$ cat config.mk
export PLATFORM = sky130hd
export DESIGN_NAME = regfile_2r1w
export DESIGN_NICKNAME = d
export VERILOG_FILES = /design/src/rtl/regfile_pkg.sv /design/src/rtl/rf_field_decode.sv /design/src/rtl/rf_storage.sv /design/src/rtl/rf_read_mux.sv /design/src/rtl/regfile_2r1w.sv
export SDC_FILE = /design/constraint.sdc
export NUM_CORES = 1
export LEC_CHECK = 0
export BUFFER_PORTS_ARGS = -buffer_cell sky130_fd_sc_hd__buf_2
export CAP_MARGIN = 20
export CORE_UTILIZATION = 30
export CTS_BUF_LIST = sky130_fd_sc_hd__clkbuf_8
export CTS_CLUSTER_SIZE = 10
export DETAILED_ROUTE_END_ITERATION = 8
export PLACE_DENSITY_LB_ADDON = 0.12
export SLEW_MARGIN = 20
export SYNTH_ARGS = -nofsm -noshare
export SYNTH_HDL_FRONTEND = slang
export SYNTH_SLANG_ARGS = --single-unit
$ cat constraint.sdc
create_clock -name clk -period 1.6 [get_ports clk]
set_input_delay 0 -clock clk [delete_from_list [all_inputs] [get_ports clk]]
set_output_delay 0 -clock clk [all_outputs]
set_load 0.01 [all_outputs]
$ cat src/rtl/regfile_pkg.sv
package regfile_pkg;

    localparam int INSTR_W   = 32;
    localparam int IDX_W     = 5;
    localparam int ENTRIES   = 1 << IDX_W;
    localparam int WORD_W    = 8;

    // Field positions inside the instruction word
    localparam int SRC_A_LSB = 21;
    localparam int SRC_B_LSB = 16;
    localparam int DST_LSB   = 11;

    typedef logic [IDX_W-1:0]   reg_idx_t;
    typedef logic [WORD_W-1:0]  reg_word_t;
    typedef logic [INSTR_W-1:0] instr_t;

    typedef enum logic {
        DST_FROM_RD = 1'b0,
        DST_FROM_RT = 1'b1
    } dst_sel_e;

    typedef struct packed {
        reg_idx_t src_a;
        reg_idx_t src_b;
        reg_idx_t dst;
    } reg_fields_t;

    typedef struct packed {
        logic      en;
        reg_idx_t  idx;
        reg_word_t data;
    } wr_req_t;

    function automatic reg_idx_t slice_idx(instr_t word, int lsb);
        return reg_idx_t'(word >> lsb);
    endfunction

endpackage

$ cat src/rtl/rf_field_decode.sv
module rf_field_decode
    import regfile_pkg::*;
(
    input  instr_t      instr,
    input  dst_sel_e    dst_sel,
    output reg_fields_t fields
);

    reg_idx_t rd_field;
    reg_idx_t rt_field;

    always_comb begin
        rd_field     = slice_idx(instr, DST_LSB);
        rt_field     = slice_idx(instr, SRC_B_LSB);
        fields.src_a = slice_idx(instr, SRC_A_LSB);
        fields.src_b = rt_field;
        fields.dst   = (dst_sel == DST_FROM_RT) ? rt_field : rd_field;
    end

endmodule

$ cat src/rtl/rf_storage.sv
module rf_storage #(
    parameter int NUM_ENTRIES = 32,
    parameter int DATA_W      = 8,
    localparam int ADDR_W     = $clog2(NUM_ENTRIES)
) (
    input  logic                                clk,
    input  logic                                rst,
    input  logic                                we,
    input  logic [ADDR_W-1:0]                   waddr,
    input  logic [DATA_W-1:0]                   wdata,
    output logic [NUM_ENTRIES-1:0][DATA_W-1:0]  cells
);

    genvar g;
    generate
        for (g = 0; g < NUM_ENTRIES; g++) begin : g_entry
            if (g == 0) begin : g_zero
                assign cells[g] = '0;
            end else begin : g_live
                logic [DATA_W-1:0] value_q;
                always_ff @(posedge clk) begin
                    if (rst) begin
                        value_q <= DATA_W'(g);
                    end else if (we && (waddr == ADDR_W'(g))) begin
                        value_q <= wdata;
                    end
                end
                assign cells[g] = value_q;
            end
        end
    endgenerate

endmodule

$ cat src/rtl/rf_read_mux.sv
module rf_read_mux #(
    parameter int NUM_ENTRIES = 32,
    parameter int DATA_W      = 8,
    localparam int ADDR_W     = $clog2(NUM_ENTRIES)
) (
    input  logic [NUM_ENTRIES-1:0][DATA_W-1:0] cells,
    input  logic [ADDR_W-1:0]                  raddr,
    output logic [DATA_W-1:0]                  rdata
);

    always_comb begin
        rdata = cells[raddr];
    end

endmodule

$ cat src/rtl/regfile_2r1w.sv
module regfile_2r1w
    import regfile_pkg::*;
(
    input  logic              clk,
    input  logic              rst,
    input  logic [INSTR_W-1:0] instr,
    input  logic              dst_is_rt,
    input  logic              wr_en,
    input  logic [WORD_W-1:0] wr_data,
    output logic [WORD_W-1:0] rd_data_a,
    output logic [WORD_W-1:0] rd_data_b
);

    localparam int READ_PORTS = 2;

    reg_fields_t                        fields;
    wr_req_t                            wreq;
    reg_idx_t                           wr_idx;
    logic [ENTRIES-1:0][WORD_W-1:0]     cells;
    logic [READ_PORTS-1:0][IDX_W-1:0]   port_addr;
    logic [READ_PORTS-1:0][WORD_W-1:0]  port_data;

    rf_field_decode u_decode (
        .instr   (instr),
        .dst_sel (dst_sel_e'(dst_is_rt)),
        .fields  (fields)
    );

    always_comb begin
        wreq.en   = wr_en;
        wreq.idx  = fields.dst;
        wreq.data = wr_data;
    end

    assign wr_idx = wreq.idx;

    rf_storage #(
        .NUM_ENTRIES (ENTRIES),
        .DATA_W      (WORD_W)
    ) u_store (
        .clk   (clk),
        .rst   (rst),
        .we    (wreq.en),
        .waddr (wreq.idx),
        .wdata (wreq.data),
        .cells (cells)
    );

    assign port_addr[0] = fields.src_a;
    assign port_addr[1] = fields.src_b;

    genvar p;
    generate
        for (p = 0; p < READ_PORTS; p++) begin : g_rport
            rf_read_mux #(
                .NUM_ENTRIES (ENTRIES),
                .DATA_W      (WORD_W)
            ) u_mux (
                .cells (cells),
                .raddr (port_addr[p]),
                .rdata (port_data[p])
            );
        end
    endgenerate

    assign rd_data_a = port_data[0];
    assign rd_data_b = port_data[1];

endmodule

Word-level counts from Yosys, hierarchy flattened

Cells that the tools add are included.

Flip-flop bits (word level): 248
Input port bits: 44
Output and inout port bits: 16

Magnitude comparators: 2
Equality and inequality tests: 31
Mux-type cells: 5
Reduce and logical (&&, ||, !) cells: 31

Operator list:

| operator                                                                     | number |
|---|---|
| 8-bit binary-select mux with 5-bit select                                    | 2 |
| 5-bit == test, second input constant                                         | 16 |
| 5-bit by 4-bit == test with 1-bit output, second input constant              | 8 |
| 1-bit logical AND                                                            | 31 |
| 5-bit by 3-bit == test with 1-bit output, second input constant              | 4 |
| 8-bit two-way mux                                                            | 2 |
| 5-bit by 6-bit less-than comparator with 1-bit output, second input constant | 2 |
| 5-bit by 2-bit == test with 1-bit output, second input constant              | 2 |
| 5-bit by 1-bit == test with 1-bit output, second input constant              | 1 |
| 5-bit two-way mux                                                            | 1 |

Logic depth before layout (Yosys ltp)

Depth in word-level cells: 3
Gate-level depth with buffers: 8
Mapped depth without buffers: 4

Modules after synthesis

A second synthesis with hierarchy kept.

Cell total of the unflattened synthesis: 1,096
Area, all modules: 13,639.3 um2

By module, submodules not included:

| module          | times used | cells each | area an instance (um2) | seq. area each (um2) |
|---|---|---|---|---|
| rf_storage      | 1          | 867        | 9,519.1                | 4,964.8 |
| rf_read_mux     | 2          | 107        | 1,994.4                | 0.0 |
| rf_field_decode | 1          | 15         | 131.4                  | 0.0 |

Worst setup path before layout

Ideal clock, no wire load.

Kind: in2out
Start point: in instr[17]
End point: out rd_data_b[0]
Data arrival time: 1.667 ns
Required time: 1.600 ns
Path slack: -0.067 ns
Stages: 6
Path buffers: 3
Path through: buf_2 -> buf_2 -> buf_2 -> mux4_2 -> mux4_2 -> mux2_2

Cells in the longest elaborated chain, start to end: 2

Ends and longest elaborated chain:

| element                                   | line               | source |
|---|---|---|
| from (decl)                               | regfile_2r1w.sv:6  | `input logic [INSTR_W-1:0] instr,` |
| 8-bit binary-select mux with 5-bit select | rf_read_mux.sv:12  | `rdata = cells[raddr];` |
| 8-bit two-way mux (implied by the code)   | rf_read_mux.sv:12  |  |
| to (decl)                                 | regfile_2r1w.sv:11 | `output logic [WORD_W-1:0] rd_data_b` |

No other way between the ends. The select of a mux whose other input is x is not followed.

Worst setup path after layout

Start point: reg u_store.g_entry[26].g_live.value_q[3]
End point: out rd_data_b[3]

Cells in the longest elaborated chain, start to end: 2

Ends and longest elaborated chain:

| element                                   | line              | source |
|---|---|---|
| from (decl)                               | rf_storage.sv:20  | `logic [DATA_W-1:0] value_q;` |
| from (signal assigned)                    | rf_storage.sv:23  | `value_q <= DATA_W'(g);` |
| from (signal assigned)                    | rf_storage.sv:25  | `value_q <= wdata;` |
| 8-bit binary-select mux with 5-bit select | rf_read_mux.sv:12 |  |
| 8-bit two-way mux (implied by the code)   | rf_read_mux.sv:12 |  |

No other way between the ends. The select of a mux whose other input is x is not followed.

==> run summary <==
met2 Usage GRT: 37.7%
mapped cell area: 0.0138 sq mm
max_cap viols: 0
GRT Overall Usage: 24.9%
top cell type's share of synthesized area: 36.0%
Cell Chain, Critical Path: mux4_2, mux4_2, mux2_4, buf_6
max FFs per register: 248
delay-heaviest family, CP: multiplexers
Post-Syn Instances: 1428
multi-input logic area: 0.00818 sq mm
CTS buffer count: 47
Post-DRT Antenna Nets: 0
Post-synth EDFFs: 0
total power: 14.5 mW
peak supply drop: 0.438 mV
Slew Limit Headroom: 48.9%
Regs by FF count: u_store.g_entry.g_live.value_q: 248 flops
die area: 0.0468 sq mm
area share of fa/ha/maj cells after synthesis: 0%
DR iter-0 viols: 1292
sequential-to-total area share from yosys stat: 36.0%
Port Buffers: 42
most used routing layer: met2
FFs w/ async S/R, synth: 0%
Top FF cell, synth: dfxtp_1
cell accounting for the most synthesized area: dfxtp_1
Crit. End Element: primary output
RSZ-0062 raised after global routing: true
largest family of logic cells by synthesized area: multiplexers
cell mode on critical path: mux4_2
Top reg by flops: u_store.g_entry.g_live.value_q
YS warnings: 0
Synth area leaders: dfxtp_1 (36%), mux4_2 (20%), o21ai_0 (6.6%)
clock skew: 0 ns
Avg Synthesized Cell Area: 9.64 sq um
Core ar.: 0.0453 sq mm
area grow syn2layout: 28.4%
worst setup path category: flop to primary output
Ports: 60
Placer Congestion: 0.840
vias in the first global route: 12800
DRT Pass-1 Iters: 5
Via Count: 13300
final worst slack: -0.827 ns
Yosys reg bits: 248
fin crit period: 2.43 ns
met3 usage in global routing: 4.67%
CP Max Fanout: 3
grt ovf: 0
site row count: 78
failing checks: setup timing
Hold Crit Class: primary input to flop
Max Slew Vio Count: 0
Startpoint Class: flop
Setup violations, final: 16
largest buffer count on any clock path: 3
WL per Instance: 26.3 um
critical path required time: 1.60 ns
complex-gate fraction of the synthesized area: 21.9%
Area after DPL: 0.0165 sq mm
FILL cells: 4515
Critical path buffers and inverters: 1
arrival time worst endpoint: 2.43 ns
simple logic cell fraction of the synthesized area: 12.8%
final wirelength: 58.4 mm
synth unique cells: 32
Reg area: 0.00506 sq mm
Initial Util: 30.4%
post-DR vias/cell: 5.98
Design Area, Final: 0.0177 sq mm
met1 Resource Use GR: 36.6%
first-pass GRT wire length: 87.6 mm
CTS root buf: clkbuf_8
syn nets: 1472
nets@finish: 1640
mux cell area share after synthesis: 23.5%
crit share post-route: 152%
n_diodes: 0
Die W: 216 um
status: finished, violations left
Final Hold Viols: 0
Sink Count: 248
worst-margin pin slew: 0.767 ns
DP Wirelength: 39.6 mm
CTS H-tree lvls: 2
Remaining DRCs: 0
slowest CP cell: mux4_2
Power Density: 819 mW/mm^2
slowest stage delay, CP: 0.54 ns
CTS clk-pin slew, worst paths: 0.06 ns
largest net degree at the start of global routing: 68
Post-Synth XOR/XNOR Area: 0%
Die H: 216 um
initial antenna violation count: 0
Max Clk Rate: 0.412 GHz
clock insertion delay at the later pin of the skew report: 0.61 ns
Pleak: 6.59 nW
clock tree from TritonCTS: yes
layout cells sized above 1: 36.6%
setup TNS: -11.20 ns
tightest hold or removal path, delay by kind of cell:
family                 cells  cell delay, ns
buffers and inverters      2            0.34
AO/OA/AOI/OAI              2            0.26
AND/OR/NAND/NOR            1            0.08
stage by stage:
| step | std cells | utilization, % | worst slack [ns] | hold WS (ns) |
|---|---|---|---|---|
| CTS | 2223 | 38.9 | -0.864 | 0.0773 |
| global placement | 2137 | 36.3 | -0.437 | 0.475 |
| floorplan | 1428 | - | 0.00806 | 0.0926 |
| global route | 2223 | 39.1 | -0.881 | 0.115 |
| detailed placement | 2137 | 36.3 | -0.450 | 0.476 |
| finish | 2223 | 39.1 | -0.827 | 0.118 |
kinds of logic after synthesis:
| group | count (synthesis) |
|---|---|
| simple gates | 327 |
| compound gates | 498 |
| buf+inv | 185 |
| mux | 170 |
| flops | 248 |
path summary, 6_finish.rpt:
kind | start | endpoint | slack, ns | depth (start not counted)
setup / recovery | u_store.g_entry[26].g_live.value_q[3] | rd_data_b[3] | -0.83 | 4
hold / removal | wr_en | u_store.g_entry[8].g_live.value_q[3] | 0.12 | 5
setup reg to reg | u_store.g_entry[5].g_live.value_q[4] | u_store.g_entry[5].g_live.value_q[4] | 0.76 | 3
hold reg to reg | u_store.g_entry[28].g_live.value_q[3] | u_store.g_entry[28].g_live.value_q[3] | 0.48 | 1
cells in the mapped netlist (all sizes together), types with 27 or more instances:
library cell,number
mux4,120
nand3,174
a211o,75
nand2,27
clkbuf,101
a21oi,168
dfxtp,248
buf,82
o21ai,181
a22o,32
and3,77
placed cells by master, fill, tap and decap left out, drive strengths merged, types with 27 or more instances in the layout:
cell type  instances
a22o              32
nand3            174
o21ai            181
mux4             120
nand2             27
and3              77
buf              292
a21oi            168
clkbuf            56
dfxtp            248
a211o             75
layout make-up:
cell class,instances,area share (%)
well taps,600,4.24
clock buffers,55,4.28
clock inverters,21,0.453
multi-input cells,995,46.2
flip-flops and latches,248,28.6
inverters,2,0.0424
repair buffers,302,16.2
power by group:
group / internal (mW) / switching [mW]
Combinational: 0.918 / 1.35
Sequential: 6.24 / 0.0582
Clock: 3.06 / 2.85
repair_timing:
| item | CTS | global route |
|---|---|---|
| hold buffers | 9 | 0 |
| gates resized for setup | 95 | 29 |
| pin swaps | 16 | 7 |
| setup buffers | 5 | 0 |
| endpoints found under the hold margin | 187 | 0 |
| endpoints found under the setup margin | 16 | 16 |
per-layer routing:
layer | wire [um] | share of wire [%]
met1 | 27100 | 46
met2 | 25900 | 44
met3 | 4360 | 7.5
met4 | 1040 | 1.8
met5 | 0 | 0
Power figures use the tool's default switching activity.
